===== src/rtl/tf_regs48.sv =====
module tf_regs48 #(
  parameter int NPAIR = 5,
  parameter int LBA_W = 48,
  parameter int LEG_W = 28
) (
  input  logic             clk,
  input  logic             rst_n,
  input  logic             wr_en,
  input  logic [2:0]       wr_sel,
  input  logic [7:0]       wr_data,
  input  logic             ctl_we,
  input  logic [7:0]       ctl_data,
  input  logic [2:0]       rd_sel,
  output logic [7:0]       rd_data,
  input  logic [7:0]       status_in,
  input  logic [LBA_W-1:0] native_max,
  output logic [LEG_W-1:0] native_max28,
  output logic [LBA_W-1:0] lba48,
  output logic [15:0]      count16,
  output logic [15:0]      feat16,
  output logic             cmd_valid,
  output logic [7:0]       cmd_code
);
  localparam logic [2:0] SEL_DEV = 3'd5;
  localparam logic [2:0] SEL_CMD = 3'd6;
  localparam logic [LEG_W-1:0] LEG_MAX = '1;

  logic [7:0] front [NPAIR];
  logic [7:0] shadow[NPAIR];
  logic [7:0] dev_q;
  logic       hob_q;

  for (genvar i = 0; i < NPAIR; i++) begin : g_pair
    always_ff @(posedge clk or negedge rst_n)
      if (!rst_n) begin
        front[i]  <= '0;
        shadow[i] <= '0;
      end else if (wr_en && wr_sel == 3'(i)) begin
        shadow[i] <= front[i];
        front[i]  <= wr_data;
      end
  end

  always_ff @(posedge clk or negedge rst_n)
    if (!rst_n) begin
      hob_q     <= 1'b0;
      dev_q     <= '0;
      cmd_valid <= 1'b0;
      cmd_code  <= '0;
    end else begin
      if (wr_en && wr_sel <= SEL_CMD) hob_q <= 1'b0;
      else if (ctl_we)                hob_q <= ctl_data[7];
      if (wr_en && wr_sel == SEL_DEV) dev_q <= wr_data;
      cmd_valid <= wr_en && wr_sel == SEL_CMD;
      if (wr_en && wr_sel == SEL_CMD) cmd_code <= wr_data;
    end

  always_comb begin
    rd_data = '0;
    if (rd_sel < 3'(NPAIR))       rd_data = hob_q ? shadow[rd_sel] : front[rd_sel];
    else if (rd_sel == SEL_DEV)   rd_data = dev_q;
    else if (rd_sel == SEL_CMD)   rd_data = status_in;
  end

  assign lba48   = {shadow[4], shadow[3], shadow[2], front[4], front[3], front[2]};
  assign count16 = {shadow[1], front[1]};
  assign feat16  = {shadow[0], front[0]};

  assign native_max28 = (native_max > LBA_W'(LEG_MAX)) ? LEG_MAX : native_max[LEG_W-1:0];
endmodule


===== config.mk =====
export PLATFORM = sky130hd
export DESIGN_NAME = tf_regs48
export DESIGN_NICKNAME = d
export VERILOG_FILES = /design/src/rtl/tf_regs48.sv
export SDC_FILE = /design/constraint.sdc
export NUM_CORES = 1
export LEC_CHECK = 0
export BUFFER_PORTS_ARGS = -buffer_cell sky130_fd_sc_hd__buf_2
export CAP_MARGIN = 10
export CELL_PAD_IN_SITES_DETAIL_PLACEMENT = 0
export CELL_PAD_IN_SITES_GLOBAL_PLACEMENT = 1
export CORE_MARGIN = 1
export CORE_UTILIZATION = 40
export CTS_BUF_LIST = sky130_fd_sc_hd__clkbuf_16
export DETAILED_ROUTE_END_ITERATION = 12
export GPL_ROUTABILITY_DRIVEN = 1
export PLACE_DENSITY = 0.95
export SYNTH_ARGS = -nofsm -noshare
export SYNTH_HDL_FRONTEND = slang
export SYNTH_SLANG_ARGS = --single-unit

===== constraint.sdc =====
create_clock -name clk -period 4.5 [get_ports clk]
set_input_delay 0.9 -clock clk [delete_from_list [all_inputs] [get_ports clk]]
set_output_delay 0.9 -clock clk [all_outputs]
set_load 0.01 [all_outputs]

---- After elaboration in Yosys (flattened, before gate mapping) ----
Cells that the tools add are included.
storage, ports and cells
  output and inout port bits .............. 125
  bits in registers ....................... 98
  word-level logic and storage cells ...... 50
  bits of input ports ..................... 82
operators by class
  bitwise operators ....................... 1
  multiplexer cells ....................... 13
  $lt $le $gt $ge ......................... 4
  equal/unequal tests ..................... 8
  reduce and logical (&&, ||, !) cells .... 10
operator list
  operator              number
  $mux 8                8
  $bmux 8 s3            2
  $gt 48x28->1 const B  1
  $mux 28               1
  $eq 3x3->1 const B    5
  $logic_and 1x1->1     8
  $eq 3x2->1 const B    2
  $ge 4x4->1 const B    1
  $not 3->4             1
  $eq 3x1->1 const B    1
  $le 3x3->1 const B    1
  $logic_not 3->1       1
  $lt 3x3->1 const B    1
  $mux 1                2
  $reduce_bool 2->1     1

---- Longest topological paths before layout ----
Gate-level depths: netlist of the first run.
  depth in word-level cells ............... 6
  depth in mapped cells ................... 7
  depth with buffers taken out ............ 4

---- Worst setup path after synthesis of the first run ----
No wires, ideal clock.
  path kind ............................... input to output
  from .................................... in native_max[33]
  to ...................................... out native_max28[10]
  stages .................................. 4
  path buffers ............................ 2
  setup slack ............................. 1.567 ns
  data required time ...................... 3.600 ns
  data arrival time ....................... 2.033 ns
  path through ............................ or4_1 > buf_2 > buf_6 > or3_1
on the way
  cells in the longest elaborated chain, start to end .. 2
ends and longest elaborated chain
  item          line  text
  from (decl)   16    input logic [LBA_W-1:0] native_max,
  $gt 48x28->1  69    assign native_max28 = (native_max > LBA_W'(LEG_MAX)) ? LEG_MAX : native_max[LEG_W-1:0];
  $mux 28       69
  to (decl)     17    output logic [LEG_W-1:0] native_max28,
No other way between the ends.

---- Worst setup path in the final report of the first run ----
  from .................................... in rd_sel[0]
  to ...................................... out rd_data[3]
on the way
  cells in the longest elaborated chain, start to end .. 6
  elaborated cells between the ends (all ways) .. 14
  those cells by class .................... order compare (1); eq/ne (2); mux (10); bitwise (1)
ends and longest elaborated chain
  item                                       line  text
  from (decl)                                13    input logic [2:0] rd_sel,
  $not 3->4 (not written as such)            60    if (rd_sel < 3'(NPAIR)) rd_data = hob_q ? shadow[rd_sel] : front[rd_sel];
  $bmux 8 s3                                 60
  $mux 8 (not written as such) (2 in a row)  60
  $mux 8                                     60
  $mux 8 (*)                                 60
  to (decl)                                  14    output logic [7:0] rd_data,
Every way passes the cells marked *; elsewhere a longest branch is shown, timed or not. The select of a mux whose other input is x is not followed.

==> impl_metrics.csv, run 1 <==
group,metric,value,unit
run_status,outcome,"complete, no violations",
clocking,cts-htree-levels,3,
critical_path,end_kind,"output port",
logic_synthesis,synthFlopType,"dfrtp_1",
die,start_util,40.9,%
global_route,grt_pass1_vias,3934,
placement,finalWeightedCongestion,0.905,
clocking,cts_buffer_depth,2,
power_and_ir_drop,p_seq_share,45.7,%
route,first_iter_violations,189,
clocking,ctsRootBufferMaster,"clkbuf_16",
critical_path,worstSetupPathType,"input pin to output port",
logic_synthesis,syn_area,0.00489,mm²
critical_path,path_max_fanout,16,
placement,post-dp-hpwl,10600,µm
route,vias,3914,
power_and_ir_drop,switching_power,959,µW
logic_synthesis,yosys.area_share.xor_xnor,0,%
layout,layout_commonest_cell,"buf_2",
power_and_ir_drop,comb_power_share,30.3,%
route,ant_nets,0,
route,routedWlPerCell,19.0,µm
power_and_ir_drop,cellPowerDensity,469,mW/mm²
die,dieHeight,113,µm
timing,fmax,0.273,GHz
layout,drive_gt1_share,55.3,%
placement,place_inst,702,
critical_path,crit_path_start_kind,"input pin",
logic_synthesis,yosys.area_share.simple,9.54,%
layout,final_nets,648,
logic_synthesis,syn_nets,463,
clocking,clkLatencyLatePin,0.33,ns
logic_synthesis,synth-edff-count,0,
logic_synthesis,synth-adder-area-share,0,%
power_and_ir_drop,p_clk_share,24.0,%
critical_path,reg2regPathDepth,2,
timing,slew_violations,0,
layout,antennaDiodeCount,0,
global_route,overflow,0,
die,die_area,0.0127,mm²
route,dr.pass1.iters,5,
power_and_ir_drop,p_int,1940,µW
die,rows,40,
logic_synthesis,synth_seq_area_share,50.1,%
timing,rsz0062_at_grt,"false",
global_route,grt_usage,22.1,%
power_and_ir_drop,swShare,33.0,%
logic_synthesis,synth_compound_area_share,9.21,%
timing,finalCritPeriodShare,81.3,%
timing,holdWs,0.476,ns
min_path,hp-class,"flop to flop",
timing,setup_viol,0,
logic_synthesis,synth_top_family_by_area,"multiplexers",
critical_path,crit_arrival,2.76,ns
timing,finalHoldViolations,0,
die,core,0.0120,mm²
clocking,cts.sinks,98,
critical_path,crit_required,3.60,ns
die,fp.dieW,113,µm
layout,final_util,51.7,%
route,viasPerCell,5.45,
power_and_ir_drop,power.leakage,0.00294,µW
timing,relSlewSlack,27.2,%
timing,tightest_slew,1.09,ns
clocking,postCtsSetupBuffers,0,
route,drcViolationCount,0,
logic_synthesis,syn_inst,381,
global_route,grt_max_degree,67,
logic_synthesis,synth_mux_area_share,27.2,%
min_path,min_path_cells,2,
logic_synthesis,synth_cell_type_count,33,
clocking,cts_resized,0,
timing,setup_tns,0,ns
clocking,cts_buffers,9,
logic_synthesis,avgSynthCellArea,12.8,µm²
logic_synthesis,async_flop_share,100,%
clocking,ctsHoldBuffers,0,
layout,final_cell_mix,"buf_2, dfrtp_1, mux2_2",
global_route,grt_first_pass_wirelength,21400,µm
timing,final.setup_skew,0.00511,ns
layout,final_cells,718,
logic_synthesis,yosysWarnings,0,
route,routed_wl,13700,µm
placement,numPortBuffers,199,
global_route,antenna_found_initial,0,
power_and_ir_drop,peakVddDrop,0.231,mV
flow_run,max_cap_violations,0,
logic_synthesis,ys_ff_latch,98,
timing,min_period,3.66,ns
clocking,cts_tree,"built",
die,ios,207,
clocking,clk_pin_slew_worst_paths,0.07,ns
layout,syn_to_final_growth,26.5,%
## cells by family after synthesis
group	count (synthesis)
AND/OR/NAND/NOR	73
buffers and inverters	31
AO/OA/AOI/OAI	58
flip-flops	98
multiplexers	121
## sequential cells by signal (all words and copies together), names as in the netlist
| signal | flops |
|---|---|
| cmd_code | 8 |
| cmd_valid | 1 |
| count16 | 16 |
| dev_q | 8 |
| feat16 | 16 |
| hob_q | 1 |
| lba48 | 48 |
## through the flow
step                      total power [µW]  setup WS (ns)  instance area, µm²
after floorplan                       1790           1.57                4890
after global placement                2180          0.930                5920
after detailed placement              2230          0.880                5920
after CTS                             2930          0.865                6190
after global routing                  3070          0.691                6190
final                                 2900          0.842                6190
## Yosys cell counts, types with 5 or more instances
| master | n | area share, % |
|---|---|---|
| a21oi_1 | 9 | 0.92 |
| dfrtp_1 | 98 | 50 |
| mux2i_1 | 25 | 5.1 |
| a22o_1 | 8 | 1.4 |
| buf_6 | 6 | 1.4 |
| mux2_2 | 91 | 21 |
| or3_1 | 28 | 3.6 |
| a32o_1 | 8 | 1.6 |
| mux2_1 | 5 | 1.2 |
| a2bb2oi_1 | 16 | 2.9 |
| buf_2 | 10 | 1.0 |
| nand2_1 | 25 | 1.9 |
| o221ai_1 | 8 | 1.4 |
| o21ai_1 | 5 | 0.51 |
## path summary, 6_finish.rpt
kind	startpoint	slack (ns)	to
hold reg to reg	cmd_code[2]	0.48	cmd_code[2]
min in group asynchronous	rst_n	0.65	count16[7]
setup reg to reg	hob_q	3.48	hob_q
max in group asynchronous	rst_n	2.86	feat16[5]
setup / recovery	rd_sel[0]	0.84	rd_data[3]
hold / removal	cmd_code[2]	0.48	cmd_code[2]
## cell type report
| cell class | instances | area [µm²] |
|---|---|---|
| clock inverter | 7 | 37.5 |
| timing repair buffer | 204 | 1040 |
| tap | 147 | 184 |
| sequential | 98 | 2450 |
| inverter | 1 | 3.75 |
| fill | 1073 | 5770 |
| clock buffer | 9 | 225 |
| multi-input combinational | 252 | 2250 |
## critical path, cell delays in order
cell	delay, ns
buf_2	0.16
nor2b_1	0.85
a2bb2oi_1	0.23
o221ai_1	0.21
a32o_1	0.24
buf_2	0.15
## routing by layer
layer	global-route usage, %	vias to the layer above	routed length, µm
met5	0	-	0
met4	8.44	0	288
met3	4.59	22	749
met2	38.0	163	6890
met1	27.1	1944	5730
li1	-	1785	-
## power groups by stage
stage / combinational, µW / sequential [µW] / clock (µW)
after floorplan: 390 / 1400 / 0
after global placement: 868 / 1320 / 0
after detailed placement: 887 / 1340 / 0
after CTS: 890 / 1330 / 711
after global routing: 954 / 1360 / 751
final: 879 / 1330 / 695
No activity file was read; power rests on OpenSTA's default activity.
==> inputs of run 2 (changes only) <==
--- a/config.mk
+++ b/config.mk
@@ -10,11 +10,11 @@
 export CELL_PAD_IN_SITES_DETAIL_PLACEMENT = 0
 export CELL_PAD_IN_SITES_GLOBAL_PLACEMENT = 1
 export CORE_MARGIN = 1
-export CORE_UTILIZATION = 40
+export CORE_UTILIZATION = 37
 export CTS_BUF_LIST = sky130_fd_sc_hd__clkbuf_16
 export DETAILED_ROUTE_END_ITERATION = 12
 export GPL_ROUTABILITY_DRIVEN = 1
-export PLACE_DENSITY = 0.95
+export PLACE_DENSITY = 0.89
 export SYNTH_ARGS = -nofsm -noshare
 export SYNTH_HDL_FRONTEND = slang
 export SYNTH_SLANG_ARGS = --single-unit
==> constraint.sdc (replaced) <==
create_clock -name clk -period 3.6 [get_ports clk]
set_input_delay 0.72 -clock clk [delete_from_list [all_inputs] [get_ports clk]]
set_output_delay 0.72 -clock clk [all_outputs]
set_load 0.01 [all_outputs]
==> impl_metrics.csv, run 2 (synthesis results as in run 1) <==
group,metric,value,unit
run_status,outcome,"complete, no violations",
placement,numPortBuffers,199,
critical_path,cpMaxStageDelayCell,"a32o_1",
clocking,postCtsSetupBuffers,0,
placement,place_ws,0.567,ns
clocking,ctsHoldBuffers,0,
critical_path,crit_required,2.88,ns
timing,min_period,3.01,ns
critical_path,end_kind,"output port",
timing,fmax,0.332,GHz
timing,final.setup_skew,0.00322,ns
global_route,overflow,0,
layout,nFillCells,1163,
critical_path,rr_startpoint,"hob_q",
timing,fin_ws,0.585,ns
die,start_util,38.3,%
critical_path,cp-startpoint,"rd_sel[2]",
die,rows,41,
layout,largest_reg_flops,48,
global_route,grt_pass1_vias,3781,
clocking,cts_resized,0,
route,drcViolationCount,0,
min_path,holdCritStartpoint,"cmd_code[3]",
critical_path,path_buf_inv,3,
route,first_iter_violations,169,
min_path,hp-class,"flop to flop",
clocking,cts.sinks,98,
power_and_ir_drop,power.leakage,0.00295,µW
route,dr.pass1.iters,4,
clocking,clk_pin_slew_worst_paths,0.06,ns
die,die_area,0.0137,mm²
layout,final_cell_mix,"buf_2, dfrtp_1, mux2_2",
clocking,cts_tree,"built",
power_and_ir_drop,finalPower,3710,µW
clocking,cts_buffers,9,
flow_run,max_cap_violations,0,
layout,final_nets,649,
die,core,0.0128,mm²
placement,finalWeightedCongestion,0.895,
timing,tightest_slew,0.999,ns
die,dieHeight,117,µm
power_and_ir_drop,peakVddDrop,0.367,mV
critical_path,path_max_fanout,28,
timing,setup_tns,0,ns
die,ios,207,
layout,antennaDiodeCount,0,
die,fp.dieW,117,µm
global_route,grt_usage,21.1,%
layout,drive_gt1_share,55.4,%
global_route,grt_max_degree,79,
critical_path,slowest_delay,0.32,ns
layout,stdcell_area,0.00625,mm²
critical_path,cp_cell_sequence,"buf_2, nor2b_1, buf_4, a2bb2oi_1, o221ai_1, a32o_1, buf_2",
route,ant_nets,0,
critical_path,crit_arrival,2.29,ns
route,vias,3942,
timing,setup_viol,0,
critical_path,crit_path_start_kind,"input pin",
layout,syn_to_final_growth,27.7,%
critical_path,worstSetupPathType,"input pin to output port",
global_route,grt_first_pass_wirelength,20700,µm
timing,rsz0062_at_grt,"false",
clocking,ctsRootBufferMaster,"clkbuf_16",
critical_path,cp_common_cell,"buf_2",
placement,dpl_cell_area,0.00596,mm²
global_route,antenna_found_initial,0,
clocking,cts-htree-levels,3,
route,routedWlPerCell,19.2,µm
clocking,cts_buffer_depth,2,
power_and_ir_drop,cellPowerDensity,593,mW/mm²
critical_path,cp_top_family,"compound AO/OA/AOI/OAI gates",
route,viasPerCell,5.30,
timing,finalCritPeriodShare,83.7,%
layout,layout_commonest_cell,"buf_2",
route,routed_wl,14300,µm
clocking,clkLatencyLatePin,0.35,ns
timing,slew_violations,0,
timing,relSlewSlack,33.4,%
layout,multi_input_area,0.00225,mm²
timing,finalHoldViolations,0,
layout,regArea,0.00245,mm²
placement,post-dp-hpwl,11000,µm
## run 2: area by class of cell
cell class                 count  share of cell area (%)
clock inverter                 7                   0.981
timing repair buffer         205                    16.7
multi-input combinational    252                    36.0
tap                          172                    3.44
clock buffer                   9                    3.60
inverter                       1                  0.0601
sequential                    98                    39.2
## run 2: worst paths after layout
| path | slack [ns] | endpoint | depth (start not counted) |
|---|---|---|---|
| max in group asynchronous | 2.32 | lba48[40] | 2 |
| worst min-delay path | 0.48 | cmd_code[3] | 2 |
| worst min register to register | 0.48 | cmd_code[3] | 2 |
| worst max register to register | 2.54 | hob_q | 2 |
| min in group asynchronous | 0.53 | feat16[12] | 1 |
| worst max-delay path | 0.59 | rd_data[2] | 7 |
## run 2: metrics by stage
step | std cells | utilization [%] | hold WS [ns]
finish | 744 | 48.9 | 0.480
global placement | 728 | 46.7 | 0.455
detailed placement | 728 | 46.7 | 0.458
CTS | 744 | 48.9 | 0.481
global route | 744 | 48.9 | 0.503
floorplan | 381 | - | 0.424
## run 2: routing by layer
layer  vias up  GRT usage (%)  routed length, µm
met5         -              0                  0
met4         0           10.5                432
met3        27           4.63                832
met2       159           36.8               7000
met1      1955           24.4               5990
li1       1801              -                  -
## run 2: worst min-delay path, cell delays in order (launching register included)
cell and delay [ns]:
dfrtp_1 0.34, nand2_1 0.05, nand2_1 0.06
## run 2: report_power, final
| part | leakage [µW] | internal (µW) | switching (µW) |
|---|---|---|---|
| clock | 0.000138 | 530 | 415 |
| combinational | 0.00161 | 566 | 539 |
| sequential | 0.00119 | 1400 | 254 |
| total | 0.00295 | 2500 | 1210 |
